--- src/rtl/bcd_cal_pkg.sv ---
package bcd_cal_pkg;
    localparam int FW = 8;
    localparam int NF = 8;
    localparam int TW = FW * NF;

    localparam int F_SEC = 0;
    localparam int F_MIN = 1;
    localparam int F_HR  = 2;
    localparam int F_DAY = 3;
    localparam int F_MON = 4;
    localparam int F_YR  = 5;
    localparam int F_WD  = 6;
    localparam int F_WK  = 7;

    localparam logic [TW-1:0] RESET_TIME = 64'h01_01_00_01_01_00_00_00;

    typedef struct packed {
        logic [TW-1:0] tm;
        logic [NF-1:0] acc;
        logic [TW-1:0] snap;
        logic [NF-1:0] sfl;
    } core_st_t;

    function automatic logic [FW-1:0] bcd2bin(input logic [FW-1:0] v);
        return {4'd0, v[7:4]} * 8'd10 + {4'd0, v[3:0]};
    endfunction

    function automatic logic [FW-1:0] bin2bcd(input logic [FW-1:0] b);
        logic [FW-1:0] tens;
        logic [FW-1:0] ones;
        tens = b / 8'd10;
        ones = b - tens * 8'd10;
        return {tens[3:0], ones[3:0]};
    endfunction

    function automatic logic [FW-1:0] fld_lo(input int i);
        return (i == F_DAY || i == F_MON || i == F_WD) ? 8'd1 : 8'd0;
    endfunction

    function automatic logic [FW-1:0] fld_hi(input int i);
        case (i)
            F_SEC, F_MIN: return 8'd59;
            F_HR:         return 8'd23;
            F_DAY:        return 8'd31;
            F_MON:        return 8'd12;
            F_YR:         return 8'd99;
            F_WD:         return 8'd7;
            default:      return 8'd52;
        endcase
    endfunction
endpackage

--- src/rtl/bcd_step.sv ---
module bcd_step
    import bcd_cal_pkg::*;
(
    input  logic [FW-1:0] cur,
    input  logic [FW-1:0] lo_lim,
    input  logic [FW-1:0] hi_lim,
    input  logic [FW-1:0] wrap_at,
    output logic [FW-1:0] nxt,
    output logic          wrap
);
    logic [FW-1:0] bin;
    logic          legal;

    always_comb begin
        bin   = bcd2bin(cur);
        legal = (cur[7:4] <= 4'd9) && (cur[3:0] <= 4'd9) &&
                (bin >= lo_lim) && (bin <= hi_lim);
        wrap  = 1'b0;
        if (!legal) begin
            nxt = bin2bcd(lo_lim);
        end else if (bin >= wrap_at) begin
            nxt  = bin2bcd(lo_lim);
            wrap = 1'b1;
        end else if (cur[3:0] == 4'd9) begin
            nxt = {cur[7:4] + 4'd1, 4'd0};
        end else begin
            nxt = {cur[7:4], cur[3:0] + 4'd1};
        end
    end
endmodule

--- src/rtl/month_len.sv ---
module month_len
    import bcd_cal_pkg::*;
(
    input  logic [FW-1:0] mon_bcd,
    input  logic [FW-1:0] yr_bcd,
    output logic [FW-1:0] days
);
    logic [FW-1:0] mon_b;
    logic [FW-1:0] yr_b;

    always_comb begin
        mon_b = bcd2bin(mon_bcd);
        yr_b  = bcd2bin(yr_bcd);
        case (mon_b)
            8'd2:                    days = (yr_b[1:0] == 2'b00) ? 8'd29 : 8'd28;
            8'd4, 8'd6, 8'd9, 8'd11: days = 8'd30;
            default:                 days = 8'd31;
        endcase
    end
endmodule

--- src/rtl/bcd_cal_core.sv ---
module bcd_cal_core
    import bcd_cal_pkg::*;
(
    input  logic          clk,
    input  logic          rst_n,
    input  logic          tick_1hz,
    input  logic          tick_32hz,
    input  logic          test_fast,
    input  logic          test_par,
    input  logic          load_en,
    input  logic [TW-1:0] load_val,
    input  logic          snap_req,
    output logic [TW-1:0] snap_val,
    output logic [NF-1:0] snap_flags
);
    core_st_t      st_q, st_d;
    logic [FW-1:0] cur      [NF];
    logic [FW-1:0] wat      [NF];
    logic [FW-1:0] stp_nxt  [NF];
    logic          stp_wrap [NF];
    logic [FW-1:0] mdays;
    logic [TW-1:0] time_q;
    logic [NF-1:0] acc_q;

    assign time_q = st_q.tm;
    assign acc_q  = st_q.acc;

    always_comb begin
        for (int i = 0; i < NF; i++) begin
            cur[i] = st_q.tm[i*FW +: FW];
            wat[i] = fld_hi(i);
        end
        if (!test_par) wat[F_DAY] = mdays;
    end

    month_len u_mlen (
        .mon_bcd (cur[F_MON]),
        .yr_bcd  (cur[F_YR]),
        .days    (mdays)
    );

    for (genvar g = 0; g < NF; g++) begin : g_step
        bcd_step u_step (
            .cur     (cur[g]),
            .lo_lim  (fld_lo(g)),
            .hi_lim  (fld_hi(g)),
            .wrap_at (wat[g]),
            .nxt     (stp_nxt[g]),
            .wrap    (stp_wrap[g])
        );
    end

    logic          adv;
    logic          dec_end;
    logic [FW-1:0] nt  [NF];
    logic [NF-1:0] chg;
    logic          c_min, c_hr, c_day, c_mon, c_yr;

    always_comb begin
        adv     = test_fast ? tick_32hz : tick_1hz;
        dec_end = (cur[F_MON] == 8'h12) && (cur[F_DAY] >= 8'h25) &&
                  (cur[F_DAY] <= 8'h27);
        c_min   = stp_wrap[F_SEC];
        c_hr    = c_min & stp_wrap[F_MIN];
        c_day   = c_hr & stp_wrap[F_HR];
        c_mon   = c_day & stp_wrap[F_DAY];
        c_yr    = c_mon & stp_wrap[F_MON];
        for (int i = 0; i < NF; i++) nt[i] = cur[i];

        if (adv) begin
            if (test_par) begin
                for (int i = 0; i < NF; i++) nt[i] = stp_nxt[i];
            end else begin
                nt[F_SEC] = stp_nxt[F_SEC];
                if (c_min) nt[F_MIN] = stp_nxt[F_MIN];
                if (c_hr)  nt[F_HR]  = stp_nxt[F_HR];
                if (c_day) begin
                    nt[F_DAY] = stp_nxt[F_DAY];
                    nt[F_WD]  = stp_nxt[F_WD];
                    if (stp_wrap[F_WD]) begin
                        if (stp_wrap[F_WK]) nt[F_WK] = dec_end ? 8'h00 : 8'h01;
                        else                nt[F_WK] = stp_nxt[F_WK];
                    end
                end
                if (c_mon) nt[F_MON] = stp_nxt[F_MON];
                if (c_yr)  nt[F_YR]  = stp_nxt[F_YR];
            end
        end

        for (int i = 0; i < NF; i++) chg[i] = (nt[i] != cur[i]);

        st_d = st_q;
        for (int i = 0; i < NF; i++) st_d.tm[i*FW +: FW] = nt[i];
        st_d.acc = st_q.acc | chg;
        if (snap_req) begin
            st_d.snap = st_q.tm;
            st_d.sfl  = st_q.acc;
            st_d.acc  = chg;
        end
        if (load_en) begin
            st_d.tm  = load_val;
            st_d.acc = '0;
        end
    end

    always_ff @(posedge clk or negedge rst_n) begin
        if (!rst_n) begin
            st_q.tm   <= RESET_TIME;
            st_q.acc  <= '0;
            st_q.snap <= '0;
            st_q.sfl  <= '0;
        end else begin
            st_q <= st_d;
        end
    end

    assign snap_val   = st_q.snap;
    assign snap_flags = st_q.sfl;
endmodule

--- config.mk ---
export PLATFORM = sky130hd
export DESIGN_NAME = bcd_cal_core
export DESIGN_NICKNAME = d
export VERILOG_FILES = /design/src/rtl/bcd_cal_pkg.sv /design/src/rtl/bcd_step.sv /design/src/rtl/month_len.sv /design/src/rtl/bcd_cal_core.sv
export SDC_FILE = /design/constraint.sdc
export NUM_CORES = 1
export LEC_CHECK = 0
export BUFFER_PORTS_ARGS = -buffer_cell sky130_fd_sc_hd__buf_2
export CELL_PAD_IN_SITES_DETAIL_PLACEMENT = 2
export CELL_PAD_IN_SITES_GLOBAL_PLACEMENT = 2
export CORE_MARGIN = 2
export CORE_UTILIZATION = 37
export CTS_CLUSTER_DIAMETER = 100
export DETAILED_ROUTE_END_ITERATION = 7
export GPL_TIMING_DRIVEN = 0
export PLACE_DENSITY_LB_ADDON = 0.1
export SYNTH_ARGS = -nofsm -noshare
export SYNTH_HDL_FRONTEND = slang
export SYNTH_SLANG_ARGS = --single-unit
--- constraint.sdc ---
create_clock -name clk -period 5.7 [get_ports clk]
set_input_delay 0.285 -clock clk [delete_from_list [all_inputs] [get_ports clk]]
set_output_delay 0.285 -clock clk [all_outputs]
set_load 0.03 [all_outputs]
==> summary.md <==
| Metric | Value |
|---|---|
| Status | complete, no violations |
| Total number of yosys warnings | 0 |
| Synth async-reset ratio | 100.0% |
| Crit start category | flop |
| Final max-slew violation count | 0 |
| DP Worst Slack | 0.2621 ns |
| Most numerous cell in the Yosys netlist | dfrtp_1 |
| DR vias/cell | 5.847 |
| Via Count | 9607 |
| Post-Route Setup TNS | 0 ns |
| Initial Utilization | 37.34% |
| Placement Cell Area | 11540 um^2 |
| Synthesized cell area | 10320 um^2 |
| IO Pins | 144 |
| Critical Path Most Common Cell | ha_1 |
| Mapped Nets | 1260 |
| Synth cell count leaders | dfrtp_1, ha_1, nand2_1 |
| TritonCTS clock tree | built |
| Routability cong. | 0.8555 |
| Largest net degree at the start of global routing | 99 |
| Fill cells | 3082 |
| Internal | 2328 uW |
| Longest Clk Path Bufs | 2 |
| First-pass GRT wire length | 60310 um |
| Switch Pwr | 1625 uW |
| Fin crit period | 5.207 ns |
| I/O Buffers | 142 |
| Bufs and invs on worst path | 0 |
| Share of cells above drive strength 1 | 21.82% |
| Initial antenna violation count | 0 |
| Top FF cell, synth | dfrtp_1 |
| Clock sink total | 144 |
| Placed Cells | 1610 |
| Clock slew at reported path FFs | 0.08 ns |
| PnR worst setup slack | 0.4928 ns |
| Design area | 12130 um^2 |
| Routed len/inst | 23.36 um |
| Post-synth EDFFs | 0 |
| Flops & latches, synth | 144 |
| DR pass1 iterations | 4 |
| Drt drc | 0 |
| Die Y | 171.0 um |
| Clk pwr share | 28.8% |
| Count of different cell masters after synthesis | 85 |
| H-tree Lvls | 4 |
| Sequential-to-total area share from yosys stat | 34.98% |
| Ratio of final minimum period to clock period | 91.35% |
| Worst slew pin tran | 0.9653 ns |
| Sw Ratio | 41.10% |
| Worst path slowest cell | nor4b_2 |
| Number of setup violations in the final report | 0 |
| Final-report hold violation count | 0 |
| Hold/Removal Path Class | input port to flop |
| Routed Antenna Nets | 0 |
| Arr. time, crit path | 5.55 ns |
| Top cell type's share of synthesized area | 33.96% |
| CP max FO | 9 |
| Peak supply drop | 0.1577 mV |
| Pleak | 0.005286 uW |
| Synth-to-Final Area Change | 17.61% |
| Combinational share of power | 37.6% |
| Cell taking the most area after synthesis | dfrtp_1 |
| Layout net count | 1423 |
| Unrepaired setup endpoints after global routing | no |
| Initial DRC Count | 477 |
| Cells along the critical path | ha_1 -> ha_1 -> fa_1 -> xor2_1 -> a2111oi_0 -> nor3_1 -> a211oi_1 -> o21ai_0 -> ha_1 -> nand2b_1 -> a21oi_1 -> nor3_1 -> nor4b_2 -> nor2b_1 -> or3b_1 -> a32oi_1 |
| Max-cap violation count | 0 |
| Mapped Cells | 1089 |
| CTS buffer count | 17 |
| Std-Cell Core Area | 27630 um^2 |
| Critical path capture point type | flop |
| Fmax | 192.0 MHz |
| Skew-Pair Late Insertion Delay | 0.45 ns |
| Avg Cell Area, Syn | 9.473 um^2 |
| Vias in the first global route | 10260 |
| Total Routed Length | 38380 um |
| Sequential share of power | 33.6% |
| Non-filler instance count after layout | 1643 |
| Skew final | 0.01479 ns |
| CP max stage delay | 0.63 ns |
| DP HPWL | 27870 um |
| Tot GR Track Use | 27.15% |
| Largest cells by area after synthesis | dfrtp_1, ha_1, mux2_2, fa_1, nand2_1 |
| Total gr overflow | 0 |
| PD cells | 325.8 nW/um^2 |
| Overall die width | 171.0 um |
| Max-slew headroom | 34.38% |
| N_diodes | 0 |
| Die Area | 29230 um^2 |
| Top delay family on crit path | simple AND/OR/NAND/NOR gates |
| CTS Root Cell | clkbuf_16 |
| WS Path Type | flop to flop |
| Worst endpoint required time | 6.04 ns |
| Row cnt | 61 |
power by group through the flow:
stage	Combinational [uW]	Sequential [uW]	Clock (uW)
finish	1490	1330	1140
global route	1650	1350	1200
CTS	1490	1330	1160
detailed placement	1470	1350	0
global placement	1410	1340	0
floorplan	879	1450	0
layer usage:
| metal | up-vias | part of all wire (%) | track usage, % |
|---|---|---|---|
| li1 | 4411 | - | - |
| met1 | 4985 | 45 | 35.79 |
| met2 | 171 | 50 | 46.39 |
| met3 | 40 | 3.3 | 3.909 |
| met4 | 0 | 1.9 | 7.627 |
| met5 | - | 0 | 0 |
final timing paths:
kind / slack (ns) / cells after the start / to / startpoint
worst min-delay path: 0.05 / 3 / time_q[13] / load_val[13]
max in group asynchronous: 4.53 / 3 / time_q[48] / rst_n
worst min register to register: 0.50 / 1 / snap_val[7] / snap_val[7]
min in group asynchronous: 0.33 / 2 / time_q[20] / rst_n
worst max register to register: 0.49 / 16 / time_q[25] / time_q[37]
worst max-delay path: 0.49 / 16 / time_q[25] / time_q[37]
cell type report:
type,instances,area [um^2],share of cell area [%]
multi-input combinational,830,6272,51.70
clock inverter,14,146.4,1.207
tap,378,473.0,3.898
sequential,144,3608,29.74
timing repair buffer,144,758.2,6.249
clock buffer,18,429.2,3.537
inverter,53,198.9,1.640
buffer,62,246.5,2.032
stage by stage:
stage / util [%] / power (uW) / hold WS [ns]
after floorplan: - / 2327 / -0.01059
final: 43.91 / 3953 / 0.05423
after global placement: 41.62 / 2752 / 0.4849
after CTS: 43.89 / 3982 / 0.04183
after global routing: 43.91 / 4204 / 0.05266
after detailed placement: 41.77 / 2821 / 0.2259
cell usage in the layout, fill, tap and decap left out, types with 17 or more instances in the layout:
master / synthesis / layout
buf_2: 2 / 143
dfrtp_1: 140 / 140
ha_1: 83 / 83
nand2_1: 82 / 82
mux2_2: 76 / 76
nor2_1: 65 / 65
o21ai_0: 60 / 60
a21oi_1: 59 / 59
clkbuf_1: 57 / 58
inv_1: 52 / 52
nand3_1: 32 / 32
a31oi_1: 28 / 28
nor3_1: 24 / 24
o211ai_1: 18 / 18
clkbuf_16: 0 / 17
what timing repair did:
item                                    4_1_cts  5_1_grt
buffers inserted                              0        0
endpoints found under the setup margin        0        3
gates resized for setup                       0        1
hold endpoints to repair                     44        0
hold buffers                                  1        0
registers in the layout, indices dropped and copies added (netlist names):
register,flops
acc_q,8
snap_val,64
time_q,64
snap_flags,8
worst register-to-register path, cell delays in order, from the launching register on:
cell and delay, ns:
dfrtp_1 0.53, ha_1 0.36, ha_1 0.23, fa_1 0.50
xor2_1 0.18, a2111oi_0 0.31, nor3_1 0.14, a211oi_1 0.31
o21ai_0 0.16, ha_1 0.29, nand2b_1 0.14, a21oi_1 0.19
nor3_1 0.13, nor4b_2 0.63, nor2b_1 0.35, or3b_1 0.40
a32oi_1 0.24
kinds of logic (layout without fill, tap and decap cells):
family,after synthesis,in the layout,synth area share [%]
AOI/OAI and AO/OA,298,298,19.96
xor gates and xnor gates,15,15,1.273
DFF,144,144,34.98
adders and majority gates,100,100,13.27
and+or+nand+nor,333,333,17.13
buffers and inverters,115,291,4.318
muxes,84,84,9.072
No activity file was read; power rests on OpenSTA's default activity.
